**src/rtl/xcvr_pkg.sv**
```systemverilog
package xcvr_pkg;

  localparam int unsigned XCVR_W_DEF = 8;

  typedef enum logic {
    SIDE_A = 1'b0,
    SIDE_B = 1'b1
  } side_e;

  typedef struct packed {
    logic a_oe;
    logic b_oe;
  } drive_t;

endpackage

```
**src/rtl/xcvr_rst_sync.sv**
```systemverilog
module xcvr_rst_sync #(
  parameter int unsigned STAGES = 2
) (
  input  logic clk,
  input  logic rst_n,
  output logic rst_q_n
);

  logic [STAGES-1:0] sync_q;
  logic [STAGES-1:0] sync_d;

  always_comb begin
    sync_d = {sync_q[STAGES-2:0], 1'b1};
  end

  always_ff @(posedge clk or negedge rst_n) begin
    if (!rst_n) begin
      sync_q <= '0;
    end else begin
      sync_q <= sync_d;
    end
  end

  assign rst_q_n = sync_q[STAGES-1];

endmodule

```
**src/rtl/xcvr_cap_reg.sv**
```systemverilog
module xcvr_cap_reg #(
  parameter int unsigned W = 8
) (
  input  logic         clk,
  input  logic         rst_n,
  input  logic         strobe,
  input  logic [W-1:0] d,
  output logic [W-1:0] q,
  output logic         load
);

  logic         strobe_q;
  logic [W-1:0] data_q;
  logic [W-1:0] data_d;

  // rising change of the strobe, seen on the system clock
  always_comb begin
    load   = strobe & ~strobe_q;
    data_d = data_q;
    if (load) begin
      data_d = d;
    end
  end

  always_ff @(posedge clk or negedge rst_n) begin
    if (!rst_n) begin
      strobe_q <= 1'b0;
      data_q   <= '0;
    end else begin
      strobe_q <= strobe;
      data_q   <= data_d;
    end
  end

  assign q = data_q;

endmodule

```
**src/rtl/xcvr_hfree_mux.sv**
```systemverilog
module xcvr_hfree_mux #(
  parameter int unsigned W = 8
) (
  input  logic         sel,
  input  logic [W-1:0] live,
  input  logic [W-1:0] stored,
  output logic [W-1:0] y
);

  // sum-of-products mux with the consensus term: an output bit whose two
  // sources agree is held by (live & stored) while sel changes
  for (genvar i = 0; i < W; i++) begin : g_bit
    logic pick_live;
    logic pick_store;
    logic agree;
    always_comb begin
      pick_live  = ~sel & live[i];
      pick_store = sel & stored[i];
      agree      = live[i] & stored[i];
      y[i]       = pick_live | pick_store | agree;
    end
  end

endmodule

```
**src/rtl/xcvr_drive_ctrl.sv**
```systemverilog
module xcvr_drive_ctrl
  import xcvr_pkg::*;
(
  input  logic   xfer_en_n,
  input  side_e  side,
  output drive_t drv
);

  always_comb begin
    drv = '0;
    if (!xfer_en_n) begin
      drv.a_oe = (side == SIDE_A);
      drv.b_oe = (side == SIDE_B);
    end
  end

endmodule

```
**src/rtl/regd_xcvr.sv**
```systemverilog
module regd_xcvr
  import xcvr_pkg::*;
#(
  parameter int unsigned W          = XCVR_W_DEF,
  parameter int unsigned SYNC_DEPTH = 2
) (
  input  logic         clk,
  input  logic         rst_n,
  input  logic         xfer_en_n,
  input  logic         drive_b,
  input  logic         hold_sel_a2b,
  input  logic         hold_sel_b2a,
  input  logic         strb_a2b,
  input  logic         strb_b2a,
  input  logic [W-1:0] a_in,
  output logic [W-1:0] a_out,
  output logic         a_oe,
  input  logic [W-1:0] b_in,
  output logic [W-1:0] b_out,
  output logic         b_oe
);

  logic         rst_q_n;
  logic [W-1:0] a2b_q;
  logic [W-1:0] b2a_q;
  logic         ld_a2b;
  logic         ld_b2a;
  side_e        side;
  drive_t       drv;

  xcvr_rst_sync #(.STAGES(SYNC_DEPTH)) u_rst (
    .clk     (clk),
    .rst_n   (rst_n),
    .rst_q_n (rst_q_n)
  );

  xcvr_cap_reg #(.W(W)) u_reg_a2b (
    .clk    (clk),
    .rst_n  (rst_q_n),
    .strobe (strb_a2b),
    .d      (a_in),
    .q      (a2b_q),
    .load   (ld_a2b)
  );

  xcvr_cap_reg #(.W(W)) u_reg_b2a (
    .clk    (clk),
    .rst_n  (rst_q_n),
    .strobe (strb_b2a),
    .d      (b_in),
    .q      (b2a_q),
    .load   (ld_b2a)
  );

  xcvr_hfree_mux #(.W(W)) u_mux_to_b (
    .sel    (hold_sel_a2b),
    .live   (a_in),
    .stored (a2b_q),
    .y      (b_out)
  );

  xcvr_hfree_mux #(.W(W)) u_mux_to_a (
    .sel    (hold_sel_b2a),
    .live   (b_in),
    .stored (b2a_q),
    .y      (a_out)
  );

  assign side = drive_b ? SIDE_B : SIDE_A;

  xcvr_drive_ctrl u_ctrl (
    .xfer_en_n (xfer_en_n),
    .side      (side),
    .drv       (drv)
  );

  assign a_oe = drv.a_oe;
  assign b_oe = drv.b_oe;

endmodule

```
**config.mk**
```make
export PLATFORM = sky130hd
export DESIGN_NAME = regd_xcvr
export DESIGN_NICKNAME = d
export VERILOG_FILES = /design/src/rtl/xcvr_pkg.sv /design/src/rtl/xcvr_rst_sync.sv /design/src/rtl/xcvr_cap_reg.sv /design/src/rtl/xcvr_hfree_mux.sv /design/src/rtl/xcvr_drive_ctrl.sv /design/src/rtl/regd_xcvr.sv
export SDC_FILE = /design/constraint.sdc
export NUM_CORES = 1
export LEC_CHECK = 0
export BUFFER_PORTS_ARGS = -buffer_cell sky130_fd_sc_hd__buf_2
export CAP_MARGIN = 20
export CORE_MARGIN = 3
export CORE_UTILIZATION = 46
export CTS_CLUSTER_SIZE = 24
export DETAILED_ROUTE_END_ITERATION = 8
export MAX_ROUTING_LAYER = met4
export PLACE_DENSITY = 0.82
export SKIP_LAST_GASP = 1
export SLEW_MARGIN = 30
export SYNTH_ARGS = -nofsm -noshare
export SYNTH_HDL_FRONTEND = slang
export SYNTH_SLANG_ARGS = --single-unit
```
**constraint.sdc**
```tcl
create_clock -name clk -period 1.32 [get_ports clk]
set_clock_uncertainty 0.2 [all_clocks]
set_input_delay 0.264 -clock clk [delete_from_list [all_inputs] [get_ports clk]]
set_output_delay 0.264 -clock clk [all_outputs]
set_load 0.03 [all_outputs]
```
# Word level (Yosys, flattened, before mapping)

Cells that the tools add are included.

Bits in read-only memories: 0
Register bits: 20
Input port bits: 24
Bits in writable memories: 0
Memories: 0
Latch bits: 0

Reductions and logical operators: 0
Magnitude comparators: 0
Multipliers: 0
Shifts and indexed selects: 0
Multiplexer cells: 2
Bitwise gates (word level): 87
Add/sub/neg operators: 0
Equality and inequality tests: 0
Div/mod/pow operators: 0

Operator list:

| kind              | number |
|---|---|
| bitwise AND 1 bit | 50 |
| bitwise OR 1 bit  | 32 |
| NOT 1 bit         | 5 |
| two-way mux 2 bit | 1 |
| two-way mux 1 bit | 1 |

# Longest topological paths before layout

Gate-level depths: netlist (run 1).

Depth after elaboration: 4
Gate-level depth with buffers: 3
Mapped depth without buffers: 2

# Hierarchy

Synthesis (run 1) repeated with hierarchy kept, for this count alone.

Cell total of the unflattened synthesis: 61
Area, all modules: 1092.3 sq um

Modules (own cells, without submodules):

| module          | cells an instance | sequential area each (sq um) | area each (sq um) | times used |
|---|---|---|---|---|
| xcvr_cap_reg    | 19                | 225.2                        | 379.1             | 2 |
| xcvr_hfree_mux  | 9                 | 0.0                          | 131.4             | 2 |
| xcvr_rst_sync   | 3                 | 50.0                         | 53.8              | 1 |
| xcvr_drive_ctrl | 2                 | 0.0                          | 17.5              | 1 |

# Worst setup path before layout (run 1)

OpenSTA, ideal clock, no wires.

Kind: input port to output port
From: in hold_sel_b2a
To: out a_out[0]
Path slack: 0.000 ns
Stages on the path: 2
Arrival time: 0.856 ns
Path buffers: 1
Cells stage by stage: buf_2 -> mux2_2

Word-level cells in the longest chain between the ends: 4
Elaborated cells between the ends (all ways): 5
Classes of those cells: bitwise (5)

RTL lines:

| what                             | RTL line             | source |
|---|---|---|
| from (decl)                      | regd_xcvr.sv:12      | `input logic hold_sel_b2a,` |
| NOT 1 bit                        | xcvr_hfree_mux.sv:17 | `pick_live = ~sel & live[i];` |
| bitwise AND 1 bit                | xcvr_hfree_mux.sv:17 |  |
| bitwise OR 1 bit * (2 in series) | xcvr_hfree_mux.sv:20 | `y[i] = pick_live \| pick_store \| agree;` |
| to (decl)                        | regd_xcvr.sv:16      | `output logic [W-1:0] a_out,` |

Every way passes the cells marked *; elsewhere a longest branch is shown, timed or not.

# Final worst setup path (run 1)

From: reg u_reg_a2b.data_q[7] (netlist: u_reg_a2b.q[7])
To: out b_out[7]

Word-level cells in the longest chain between the ends: 3
Elaborated cells between the ends (all ways): 4
Classes of those cells: bitwise (4)

RTL lines:

| what                   | RTL line             | source |
|---|---|---|
| from (decl)            | xcvr_cap_reg.sv:13   | `logic [W-1:0] data_q;` |
| from (signal assigned) | xcvr_cap_reg.sv:31   | `data_q <= data_d;` |
| bitwise AND 1 bit      | xcvr_hfree_mux.sv:18 | `pick_store = sel & stored[i];` |
| bitwise OR 1 bit       | xcvr_hfree_mux.sv:20 |  |
| bitwise OR 1 bit *     | xcvr_hfree_mux.sv:20 |  |
| to (decl)              | regd_xcvr.sv:19      | `output logic [W-1:0] b_out,` |

Marked as above.

==> results_dict.tcl, run 1 <==
set metrics [dict create \
    synthCells 61 \
    synthTopCellsByArea "dfrtp_1 (50%), mux2_4 (24%), mux2_2 (18%)" \
    grt_usage 0.1957 \
    clock_latency_ns 0.29 \
    grt_pass1_wl_um 3739 \
    failed_checks "setup timing" \
    wl_per_cell_um 15.90 \
    grt_max_degree 12 \
    fin_setup_tns_ns -3.853 \
    r2r_cells 3 \
    ir_drop_uv 898.1 \
    htreeDepth 1 \
    grt-ovfl-total 0 \
    port_buffers 41 \
    io_pins 42 \
    cts-root-buf "clkbuf_4" \
    start_util 0.4969 \
    cts_buffer_depth 2 \
    cp_data_arrival_time_ns 1.14 \
    synth_ff_type "dfrtp_1" \
    routed_wl_um 2338 \
    grt_pass1_vias 791 \
    die_h_um 52.50 \
    worst_slack_ns -0.2802 \
    worstHoldEndpoint "u_reg_a2b.q[6]" \
    drc 0 \
    drive_gt1_frac 0.7667 \
    critPathTopFamily "flip-flops" \
    syn_area_per_cell_um2 16.31 \
    period_share 1.212 \
    crit_path_end_kind "output pin" \
    rr_endpoint "u_reg_b2a.q[3]" \
    worst-path-buf-inv 1 \
    hold_viol_final 0 \
    fin_nets 145 \
    slew_violations 0 \
    path_clk_slew_ns 0.11 \
    cts_tree "built" \
    ant_nets 0 \
    cts_buffers 3 \
    dp_hpwl_um 1472 \
    synth_top_area_cell "dfrtp_1" \
    path_max_fanout 2 \
    placementRows 16 \
    critical_path_depth 2 \
    drtIter0Drc 3 \
    grt_setup_unrepaired "true" \
    yosysMostFrequentCell "dfrtp_1" \
    grt_antenna_before_repair 0 \
    critPathMaxStageDelay_ns 0.42 \
    setup_viol 16 \
    yosys.area.top_type_share 0.5031 \
    place.gp.congestion 0.6481 \
    synth.net_count 85 \
    finish.utilization 0.7781 \
    avgViaCountPerCell 4.823 \
    path_cells "mux2_4 > buf_6" \
    criticalPathCategory "reg -> out" \
    crit_slowest_cell "dfrtp_1" \
    startpoint_type "flip-flop" \
    holdPathStages 2 \
    holdWs_ns 0.01021 \
    antennaDiodeCount 0 \
    vias 709 \
    reg2reg_from "u_reg_b2a.strobe_q" \
    die_x_um 52.50 \
    yosysSeqAreaShare 0.5031 \
    first_pass_iters 2 \
    drv_cap 0 \
    async_flop_share 1.000 \
    areaGrowthSynthToFinish_pct 56.60 \
    p_leak_uw 0.0008250 \
    r2r_setup_slack_ns 0.02 \
    synthesis.area_um2 994.7 \
    worst_hold_startpoint "a_in[6]" \
    synth_edf_count 0 \
    max_freq_mhz 624.9 \
    status "complete, but fails checks" \
    netlist_top_cells_count "dfrtp_1 (20), mux2_2 (16), mux2_4 (16)" \
    hold_path.class "in -> reg" \
    core_area_um2 2002 \
    required_ns 0.86 \
    synth.distinct_cells 10 \
    power_density_nw_per_um2 1142 \
    totalPowerFinal_uw 1779 \
    ys_warn_count 0 \
    die-area_um2 2756 \
    clock-sinks 20 \
    period_minus_slack_ns 1.600 \
    yosys_register_bits 20 \
]
[metal layers]
layer	part of all wire	vias to the layer above	GRT usage	wire length (um)
li1	-	328	-	-
met1	0.40	352	0.2291	941
met2	0.54	23	0.3326	1263
met3	0.034	6	0.04274	79
met4	0.023	0	0.06383	54
met5	0	-	-	0
[through the flow]
step                cell area [um^2]  cells  worst slack, ns
finish                          1558    147          -0.2802
global route                    1558    147          -0.3090
CTS                             1535    144          -0.2598
detailed placement              1236    128          -0.1486
global placement                1236    128          -0.1292
floorplan                      994.7     61        0.0004781
[repair_timing]
| item | 4_1_cts | 5_1_grt |
|---|---|---|
| buffers inserted | 7 | 3 |
| setup endpoints to repair | 16 | 17 |
| pin swaps | 0 | 0 |
| hold buffers | 5 | 0 |
| gates resized for setup | 48 | 0 |
| hold endpoints to repair | 23 | 0 |
[worst max-delay path by stage]
stage | from | end | slack (ns)
after floorplan | hold_sel_b2a | a_out[0] | 0.0005
after global placement | hold_sel_b2a | a_out[3] | -0.13
after detailed placement | hold_sel_a2b | b_out[4] | -0.15
after CTS | u_reg_b2a.q[1] | a_out[1] | -0.26
after global routing | u_reg_a2b.q[7] | b_out[7] | -0.31
final | u_reg_a2b.q[7] | b_out[7] | -0.28
[state kept, by name (all words and copies together) (netlist names)]
signal / count
u_reg_a2b.q: 8
u_reg_a2b.strobe_q: 1
u_reg_b2a.q: 8
u_reg_b2a.strobe_q: 1
u_rst.sync_q: 2
[cell usage in the layout, fill, tap and decap left out, types with 3 or more instances in the layout]
cell type,count
clkbuf_4,3
mux2_4,32
buf_4,12
dlygate4sd3_1,5
buf_6,16
buf_2,25
dfrtp_1,20
[logic make-up (layout without fill, tap and decap cells)]
logic type	Yosys count	in the layout	synth area share
mux	32	32	0.4226
buf+inv	4	63	0.03270
other cells	1	1	0.003770
flops	20	20	0.5031
simple gates	4	4	0.03773
[worst register-to-register path, stage by stage, from the launching register on]
cell and delay, ns:
dfrtp_1 0.41, nor2b_4 0.13, buf_12 0.14, mux2_4 0.31
[final cells by class]
class                   instances  area [um^2]
fillers                       118        444.2
flip-flops and latches         20        500.5
well taps                      27        33.78
multi-input cells              37        521.8
repair buffers                 59        465.4
clock buffers                   4        36.28
[report_power, final]
part	internal [uW]	switching [uW]	leakage [uW]	total (uW)
Sequential	690	44.2	0.000234	735
Clock	168	178	0.0000210	346
Combinational	407	292	0.000570	699
Total	1270	514	0.000825	1780
Power figures use the tool's default switching activity.
==> inputs of run 2 (changes only) <==
Settings changed: BUFFER_PORTS_ARGS -buffer_cell sky130_fd_sc_hd__buf_2 to -buffer_cell sky130_fd_sc_hd__buf_4.
==> run 2 against run 1 <==
  * The run ends with hold timing, setup timing left
  * Critical endpoint is now b_out[1]
  * Clock power is 8.1% higher
  * Utilization is 5.5 points higher
  * First-iteration DRC count grew to 2.7 times the previous value
  * Sequential power hardly changed
  * Critical path type unchanged
  * Flip-flop and latch count stayed put
==> results_dict.tcl, run 2 (synthesized netlist as in run 1, its figures left out) <==
set metrics [dict create \
    grt_antenna_before_repair 0 \
    clock-sinks 20 \
    drive_gt1_frac 0.7177 \
    avgViaCountPerCell 4.993 \
    period_minus_slack_ns 1.614 \
    start_util 0.4969 \
    totalPowerFinal_uw 1842 \
    place.gp.congestion 0.6543 \
    grt_max_degree 12 \
    layout_common_cells "buf_4 (34), mux2_4 (32), dfrtp_1 (20)" \
    dp_hpwl_um 1396 \
    dp_cells 128 \
    htreeDepth 1 \
    ir_drop_uv 852.0 \
    path_max_fanout 2 \
    wl_per_cell_um 19.23 \
    hold_path.class "in -> reg" \
    die_x_um 52.50 \
    critPathMaxStageDelay_ns 0.42 \
    drv_cap 0 \
    crit_path_end_kind "output pin" \
    cts-root-buf "clkbuf_4" \
    criticalPathCategory "reg -> out" \
    holdWs_ns -0.01954 \
    use_met2 0.3120 \
    antennaDiodeCount 0 \
    drc 0 \
    period_share 1.223 \
    grt_pass1_vias 738 \
    final_common_cell "buf_4" \
    vias 754 \
    grt_usage 0.1881 \
    power_density_nw_per_um2 1104 \
    io_pins 42 \
    use_met3 0.01709 \
    cts_tree "built" \
    gr-usage-met1 0.2418 \
    die-area_um2 2756 \
    cp_data_arrival_time_ns 1.15 \
    port_buffers 41 \
    die_h_um 52.50 \
    placementRows 16 \
    grt_pass1_wl_um 3622 \
    status "complete, but fails checks" \
    grt-ovfl-total 0 \
    fin_nets 149 \
    grt_setup_unrepaired "true" \
    failed_checks "hold timing, setup timing" \
    instances_no_fill 151 \
    core_area_um2 2002 \
    required_ns 0.86 \
    hold_viol_final 6 \
    n_fill_cell 96 \
    areaGrowthSynthToFinish_pct 67.67 \
    max_freq_mhz 619.6 \
    critPathTopFamily "flip-flops" \
    first_pass_iters 4 \
    crit_slowest_cell "dfrtp_1" \
    grt.busiest_layer "met2" \
    clock_latency_ns 0.32 \
    setup_viol 16 \
    routed_wl_um 2903 \
    p_leak_uw 0.0008606 \
    ant_nets 0 \
    drtIter0Drc 8 \
    path_clk_slew_ns 0.12 \
    worst_slack_ns -0.2939 \
    startpoint_type "flip-flop" \
    worst-path-buf-inv 1 \
    cts_buffer_depth 2 \
    path_cells "mux2_4 > buf_6" \
    cts_buffers 3 \
    slew_violations 0 \
]
[run 2: cell count changes in the layout (fill, tap and decap cells not counted), sizes merged]
cell         before  now
dlygate4sd3       5   12
buf              54   51
[run 2: area by class of cell]
cell class	instances	area, um^2	share of cell area
repair buffers	63	575.6	0.3451
multi-input cells	37	521.8	0.3128
flip-flops and latches	20	500.5	0.3001
clock buffers	4	36.28	0.02176
well taps	27	33.78	0.02026
[run 2: timing repair]
item | 4_1_cts | 5_1_grt
hold buffers | 5 | 7
endpoints found under the hold margin | 23 | 7
setup endpoints to repair | 16 | 18
buffers inserted | 4 | 3
pin swaps | 0 | 0
resized for setup | 32 | 0
[run 2: per-stage QoR]
step | hold slack [ns] | cell area (um^2) | setup TNS [ns] | util | worst slack [ns]
floorplan | -0.2316 | 994.7 | 0 | - | 0.0004781
global placement | -0.1519 | 1339 | -0.9226 | 0.6688 | -0.06743
detailed placement | -0.1516 | 1339 | -1.038 | 0.6688 | -0.08136
CTS | 0.001328 | 1575 | -3.843 | 0.7869 | -0.2506
global route | -0.02632 | 1668 | -4.900 | 0.8331 | -0.3313
finish | -0.01954 | 1668 | -4.343 | 0.8331 | -0.2939
[run 2: worst paths after layout]
| path | start | to | slack, ns | depth (start not counted) |
|---|---|---|---|---|
| setup / recovery | u_reg_a2b.q[1] | b_out[1] | -0.29 | 2 |
| hold / removal | a_in[4] | u_reg_a2b.q[4] | -0.02 | 2 |
| setup reg to reg | u_reg_b2a.strobe_q | u_reg_b2a.q[2] | 0.01 | 3 |
| hold reg to reg | u_rst.sync_q[0] | u_rst.sync_q[1] | 0.17 | 0 |
| max in group asynchronous | u_rst.sync_q[1] | u_reg_b2a.q[7] | 0.21 | 2 |
| min in group asynchronous | rst_n | u_rst.sync_q[0] | 0.04 | 2 |
[run 2: report_power, final]
group	total (uW)	leakage [uW]	switching (uW)	internal, uW
logic	730	0.000605	303	427
clock network	374	0.0000210	205	169
registers	738	0.000234	47.9	691
[run 2: worst register-to-register path, cell delays in order, from the launching register on]
cell and delay [ns]:
dfrtp_1 0.42, nor2b_4 0.14, buf_12 0.14, mux2_4 0.31
[run 2: per-layer routing]
metal / share of wire / vias to the layer above / routed length [um]
met2: 0.53 / 26 / 1539
met1: 0.39 / 380 / 1143
met4: 0.035 / 0 / 101
met5: 0 / - / 0
li1: - / 339 / -
met3: 0.041 / 9 / 119
